**src/rtl/clkdiv_pkg.sv**
```systemverilog
package clkdiv_pkg;

    // Operating mode derived from the ratio held for the current period.
    typedef enum logic [1:0] {
        MODE_PASS = 2'd0,
        MODE_EVEN = 2'd1,
        MODE_ODD  = 2'd2
    } div_mode_e;

    function automatic div_mode_e classify(input logic below_two, input logic lsb);
        if (below_two) begin
            return MODE_PASS;
        end
        return lsb ? MODE_ODD : MODE_EVEN;
    endfunction

endpackage

```
**src/rtl/clkdiv_ratio_ctrl.sv**
```systemverilog
module clkdiv_ratio_ctrl
    import clkdiv_pkg::*;
#(
    parameter int DIV_W = 4
) (
    input  logic             clk_i,
    input  logic             rst_i,
    input  logic [DIV_W-1:0] div_i,
    input  logic             fall_tgl_i,
    output logic [DIV_W-1:0] ratio_o,
    output logic [DIV_W-1:0] count_o,
    output logic             rise_tgl_o,
    output logic             running_o,
    output div_mode_e        mode_o
);

    localparam logic [DIV_W-1:0] RATIO_RST = DIV_W'(2);
    localparam logic [DIV_W-1:0] ONE       = DIV_W'(1);

    typedef struct packed {
        logic [DIV_W-1:0] ratio;
        logic [DIV_W-1:0] cnt;
        logic             rise;
        logic             start;
    } ctrl_st_t;

    ctrl_st_t         st_d, st_q;
    div_mode_e        mode;
    logic [DIV_W-1:0] last_cnt;
    logic [DIV_W-1:0] half_m1;
    logic             boundary;

    always_comb begin
        mode     = classify(st_q.ratio < RATIO_RST, st_q.ratio[0]);
        last_cnt = st_q.ratio - ONE;
        half_m1  = (st_q.ratio >> 1) - ONE;
        boundary = st_q.start || (mode == MODE_PASS) || (st_q.cnt == last_cnt);
        st_d     = st_q;
        if (boundary) begin
            // Period boundary: take the new ratio and drive the output high.
            st_d.ratio = div_i;
            st_d.cnt   = '0;
            st_d.rise  = ~fall_tgl_i;
            st_d.start = 1'b0;
        end else begin
            st_d.cnt = st_q.cnt + ONE;
            if ((mode == MODE_EVEN) && (st_q.cnt == half_m1)) begin
                // Even ratio: falling transition on a rising input edge.
                st_d.rise = fall_tgl_i;
            end
        end
    end

    always_ff @(posedge clk_i or posedge rst_i) begin
        if (rst_i) begin
            st_q.ratio <= RATIO_RST;
            st_q.cnt   <= '0;
            st_q.rise  <= 1'b0;
            st_q.start <= 1'b1;
        end else begin
            st_q <= st_d;
        end
    end

    assign ratio_o    = st_q.ratio;
    assign count_o    = st_q.cnt;
    assign rise_tgl_o = st_q.rise;
    assign running_o  = ~st_q.start;
    assign mode_o     = mode;

    AST_CNT_IN_RANGE: assert property (@(posedge clk_i) disable iff (rst_i)
        (mode_o != MODE_PASS) |-> (count_o < ratio_o));

    AST_RATIO_HELD: assert property (@(posedge clk_i) disable iff (rst_i)
        (count_o != '0) |-> $stable(ratio_o));

endmodule

```
**src/rtl/clkdiv_fall_stage.sv**
```systemverilog
module clkdiv_fall_stage
    import clkdiv_pkg::*;
#(
    parameter int DIV_W = 4
) (
    input  logic             clk_i,
    input  logic             rst_i,
    input  div_mode_e        mode_i,
    input  logic [DIV_W-1:0] ratio_i,
    input  logic [DIV_W-1:0] count_i,
    input  logic             rise_tgl_i,
    output logic             fall_tgl_o
);

    logic             fall_d, fall_q;
    logic [DIV_W-1:0] mid;

    always_comb begin
        // For odd N the midpoint count (N-1)/2 equals N>>1.
        mid    = ratio_i >> 1;
        fall_d = fall_q;
        if ((mode_i == MODE_ODD) && (count_i == mid)) begin
            fall_d = rise_tgl_i;
        end
    end

    always_ff @(negedge clk_i or posedge rst_i) begin
        if (rst_i) begin
            fall_q <= 1'b0;
        end else begin
            fall_q <= fall_d;
        end
    end

    assign fall_tgl_o = fall_q;

    AST_FALL_HELD_EVEN: assert property (@(posedge clk_i) disable iff (rst_i)
        (mode_i != MODE_ODD) |-> $stable(fall_tgl_o));

    AST_FALL_TRACKS_RISE: assert property (@(posedge clk_i) disable iff (rst_i)
        ((mode_i == MODE_ODD) && (count_i == (ratio_i >> 1) + DIV_W'(1)))
            |-> (fall_tgl_o == rise_tgl_i));

endmodule

```
**src/rtl/clkdiv_out_sel.sv**
```systemverilog
module clkdiv_out_sel
    import clkdiv_pkg::*;
(
    input  logic      clk_i,
    input  div_mode_e mode_i,
    input  logic      rise_tgl_i,
    input  logic      fall_tgl_i,
    output logic      clk_o
);

    always_comb begin
        if (mode_i == MODE_PASS) begin
            clk_o = clk_i;
        end else begin
            clk_o = rise_tgl_i ^ fall_tgl_i;
        end
    end

endmodule

```
**src/rtl/oddeven_clkdiv.sv**
```systemverilog
module oddeven_clkdiv
    import clkdiv_pkg::*;
#(
    parameter int DIV_W = 4
) (
    input  logic             clk_i,
    input  logic             rst_i,
    input  logic [DIV_W-1:0] div_i,
    output logic             clk_o
);

    logic [DIV_W-1:0] ratio;
    logic [DIV_W-1:0] count;
    logic             rise_tgl;
    logic             fall_tgl;
    logic             running;
    div_mode_e        mode;

    clkdiv_ratio_ctrl #(.DIV_W(DIV_W)) u_ctrl (
        .clk_i      (clk_i),
        .rst_i      (rst_i),
        .div_i      (div_i),
        .fall_tgl_i (fall_tgl),
        .ratio_o    (ratio),
        .count_o    (count),
        .rise_tgl_o (rise_tgl),
        .running_o  (running),
        .mode_o     (mode)
    );

    clkdiv_fall_stage #(.DIV_W(DIV_W)) u_fall (
        .clk_i      (clk_i),
        .rst_i      (rst_i),
        .mode_i     (mode),
        .ratio_i    (ratio),
        .count_i    (count),
        .rise_tgl_i (rise_tgl),
        .fall_tgl_o (fall_tgl)
    );

    clkdiv_out_sel u_sel (
        .clk_i      (clk_i),
        .mode_i     (mode),
        .rise_tgl_i (rise_tgl),
        .fall_tgl_i (fall_tgl),
        .clk_o      (clk_o)
    );

    AST_HIGH_FIRST_HALF: assert property (@(posedge clk_i) disable iff (rst_i)
        ((mode != MODE_PASS) && running && (count < (ratio >> 1))) |-> clk_o);

    AST_LOW_SECOND_HALF: assert property (@(posedge clk_i) disable iff (rst_i)
        ((mode != MODE_PASS) && (count >= ratio - (ratio >> 1))) |-> !clk_o);

endmodule

```
**config.mk**
```make
export PLATFORM = sky130hd
export DESIGN_NAME = oddeven_clkdiv
export DESIGN_NICKNAME = d
export VERILOG_FILES = /design/src/rtl/clkdiv_pkg.sv /design/src/rtl/clkdiv_ratio_ctrl.sv /design/src/rtl/clkdiv_fall_stage.sv /design/src/rtl/clkdiv_out_sel.sv /design/src/rtl/oddeven_clkdiv.sv
export SDC_FILE = /design/constraint.sdc
export NUM_CORES = 1
export LEC_CHECK = 0
export ABC_AREA = 1
export CAP_MARGIN = 25
export CORE_MARGIN = 5
export CORE_UTILIZATION = 55
export CTS_BUF_LIST = sky130_fd_sc_hd__clkbuf_8
export CTS_CLUSTER_DIAMETER = 60
export DETAILED_ROUTE_END_ITERATION = 10
export DONT_BUFFER_PORTS = 1
export PLACE_DENSITY = 0.7
export RECOVER_POWER = 25
export SYNTH_ARGS = -nofsm -noshare
export SYNTH_HDL_FRONTEND = slang
export SYNTH_SLANG_ARGS = --single-unit
export TNS_END_PERCENT = 20
```
**constraint.sdc**
```tcl
create_clock -name clk_i -period 2.7 [get_ports clk_i]
set_input_delay 0.405 -clock clk_i [delete_from_list [all_inputs] [get_ports clk_i]]
set_output_delay 0.405 -clock clk_i [all_outputs]
set_load 0.01 [all_outputs]
```
# ---- Word level (Yosys, flattened, before mapping)
# Cells that the tools add are included.
dict set report word_totals {
  register_bits 11
  latchBits 0
  ram_bits 0
  romBits 0
  in_bits 6
  out_inout_bits 1
  word_cells 29
  memories 0
}
dict set report classes {
  n_addsub 3
  n_mul 0
  div 0
  magnitude_cmp 1
  n_eq_ne 5
  shifts 0
  n_mux 7
  bitwise_logic 2
  reduce_logical 6
}
# cell n
set ops {}
lappend ops {{$eq 4x4->1} 2}
lappend ops {{$mux 2} 3}
lappend ops {{$mux 5} 1}
lappend ops {{$add 4x1->4 const B} 1}
lappend ops {{$eq 4x3->1} 1}
lappend ops {{$lt 4x2->1 const B} 1}
lappend ops {{$sub 3x1->4 const B} 1}
lappend ops {{$sub 4x1->4 const B} 1}
lappend ops {{$mux 1} 3}
lappend ops {{$eq 2x1->1 const B} 1}
lappend ops {{$eq 2x2->1 const B} 1}
lappend ops {{$logic_and 1x1->1} 2}
lappend ops {{$logic_not 2->1} 1}
lappend ops {{$logic_or 1x1->1} 2}
lappend ops {{$reduce_bool 2->1} 1}
lappend ops {{$not 1->1} 1}
lappend ops {{$xor 1x1->1} 1}

# ---- Longest topological paths before layout
dict set report logic_depth {
  depth_word 7
  mapped_depth 13
  ltp_nobuf 12
}

# ---- Modules after synthesis
# From an unflattened synthesis, not the netlist that was laid out.
dict set report unflattened {
  cells_unflattened 140
  hier_area_um2 939.7
}
# mod instances cells_per_inst area_each_um2 seq_area_each_um2
set by_module_without_submodules {}
lappend by_module_without_submodules {clkdiv_ratio_ctrl 1 104 773.2 252.7}
lappend by_module_without_submodules {clkdiv_fall_stage 1 26 126.4 25.0}
lappend by_module_without_submodules {clkdiv_out_sel 1 10 40.0 0.0}

==> results.json <==
{
  "worst_ep_required_time_ns": 2.30,
  "drtAntennaViolNets": 0,
  "hold_violations": 0,
  "grt_first_pass_wirelength_um": 2740,
  "cp.arrival_ns": 2.41,
  "p_per_area_mw_per_mm2": 1310,
  "most-common-layout-cells": "nand2_1 (34), inv_1 (16), nand3_1 (8), dfrtp_1 (8)",
  "die_w_um": 47.5,
  "core_area_mm2": 0.00132,
  "end_kind": "output pin",
  "hpwl_um": 1120,
  "place_congestion": 0.787,
  "min_path_cells": 2,
  "pre_cts_ws_ns": 0.120,
  "synth-seq-area-share_pct": 35.9,
  "synth.distinct_cells": 21,
  "grt_antenna_before_repair": 0,
  "drt-total-wl_um": 1510,
  "status": "finished, violations left",
  "syn_area_per_cell_um2": 7.29,
  "layout.nets": 126,
  "synth.net_count": 116,
  "die_h_um": 47.5,
  "synth_area_um2": 773,
  "drive_gt1_share_pct": 22.6,
  "critPathKind": "flip-flop to output pin",
  "reg2reg_depth": 7,
  "drc": 0,
  "synth_edf_count": 0,
  "drtIter0Drc": 17,
  "num_antenna_cells": 0,
  "grt.overflow.total": 0,
  "final_common_cell": "nand2_1",
  "ir_worst_vdd_mv": 0.688,
  "finalWorstSetupSlack_ns": -0.115,
  "crit_fanout": 2,
  "min_path_type": "primary input to flip-flop",
  "grt_max_degree": 15,
  "drv_cap": 0,
  "synthCells": 106,
  "setup_violations": 2,
  "boundaryPins": 7,
  "viasPerCell": 4.99,
  "ys_seq_elements": 11,
  "sequentialPowerShare_pct": 26.2,
  "rsz0062_at_grt": "yes",
  "fillers": 107,
  "grt_pass1_vias": 641,
  "grt_use_total_pct": 17.8,
  "multiInputGateArea_um2": 408,
  "power.leakage_uw": 0.000475,
  "die_area_mm2": 0.00226,
  "ys_async_sr_fraction_pct": 100,
  "num_rows": 13,
  "r2r_slack_ns": 0.15,
  "dr.pass1.iters": 4,
  "initial_core_util_pct": 58.7,
  "vias": 649,
  "cts_tree": "yes",
  "switching_share_pct": 43.9,
  "p_int_uw": 654,
  "finish.utilization_pct": 67.4,
  "drv_slew": 0,
  "violations": "negative setup slack",
  "p_comb_share_pct": 48.0,
  "numPortBuffers": 0,
  "worstSkewPairLatency_ns": 0.37,
  "register_area_um2": 278,
  "cts.clk_slew.worst_paths_ns": 0.05,
  "wire_per_inst_um": 11.6,
  "area_delta_synth_final_pct": 14.9,
  "ys_warn_count": 0,
  "clock_power_share_pct": 25.8,
  "synth_top_flop_cell": "dfrtp_1",
  "fin_skew_ns": 0.0335,
  "netSwitchingPower_uw": 512,
  "worst_setup_path_start_kind": "flip-flop",
  "fin_setup_tns_ns": -0.115
}
-- final timing paths --
check	from	end
worst min-delay path	div_i[1]	u_ctrl.ratio_o[1]
worst max-delay path	u_fall.fall_tgl_o	clk_o
max in group asynchronous	rst_i	u_fall.fall_tgl_o
worst max register to register	u_ctrl.ratio_o[1]	u_fall.fall_tgl_o
worst min register to register	u_fall.fall_tgl_o	u_fall.fall_tgl_o
min in group asynchronous	rst_i	u_ctrl.count_o[0]
-- metrics by stage --
step	total power [µW]	hold WS [ns]	cells	instance area [µm²]
2_1_floorplan	784	0.256	106	773
3_3_place_gp	844	0.297	121	779
3_5_place_dp	862	0.297	121	779
4_1_cts	1170	0.158	130	888
5_1_grt	1290	0.154	130	888
6_report	1170	0.165	130	888
-- Yosys cell counts, types with 2 or more instances --
library cell	instances	area, µm²
a21oi_1	3	15.0
dfrtp_1	8	200
dfstp_2	2	52.6
ha_1	4	50.1
inv_1	16	60.1
inv_2	3	11.3
nand2_1	34	128
nand2_2	4	25.0
nand3_1	8	40.0
nor2_1	6	22.5
o21ai_0	3	15.0
o21ai_2	4	35.0
xnor2_1	2	17.5
xor2_1	2	17.5
-- what timing repair did --
item / CTS / global route
endpoints found under the hold margin: 8 / 0
setup buffers: 1 / 0
cloned: 0 / 0
gates resized for setup: 2 / 0
setup endpoints to repair: 2 / 2
hold buffers: 1 / 0
-- final cells by class --
cell class / instances / area share (%)
Multi-Input combinational cell: 75 / 45.9
Sequential cell: 11 / 31.3
Clock buffer: 6 / 9.30
Inverter: 19 / 8.03
Timing Repair Buffer: 3 / 2.82
Tap cell: 15 / 2.11
Clock inverter: 1 / 0.563
-- sequential cells by signal, indices dropped and copies added, names as in the netlist --
| register | flops |
|---|---|
| u_ctrl.ratio_o | 4 |
| u_fall.fall_tgl_o | 1 |
| u_ctrl.rise_tgl_o | 1 |
| u_ctrl.st_q | 1 |
| u_ctrl.count_o | 4 |
-- critical path: stages (launching register included) --
cell,delay [ns]
dfrtn_1,0.42
xnor2_1,0.10
o21ai_2,0.17
-- cell families after synthesis --
| logic type | Yosys count | synth area share, % |
|---|---|---|
| AOI/OAI and AO/OA | 10 | 8.41 |
| xor gates and xnor gates | 4 | 4.53 |
| adders and majority gates | 4 | 6.47 |
| buffers and inverters | 20 | 11.8 |
| DFF | 11 | 35.9 |
| other | 1 | 0.485 |
| and+or+nand+nor | 56 | 32.4 |
-- power by group through the flow --
stage                     clock network, µW  logic, µW  registers [µW]
final                                   301        560             305
after CTS                               310        562             302
after floorplan                        19.8        478             286
after global placement                 19.8        522             302
after global routing                    323        651             314
after detailed placement               19.8        536             307
-- metal layers --
| metal | up-vias | track usage [%] | share of wire (%) |
|---|---|---|---|
| met2 | 20 | 29.7 | 51 |
| met4 | 0 | 6.63 | 0 |
| met5 | - | 0 | 0 |
| met3 | 0 | 4.14 | 5.4 |
| li1 | 339 | - | - |
| met1 | 290 | 22.2 | 44 |
No activity file was read; power rests on OpenSTA's default activity.
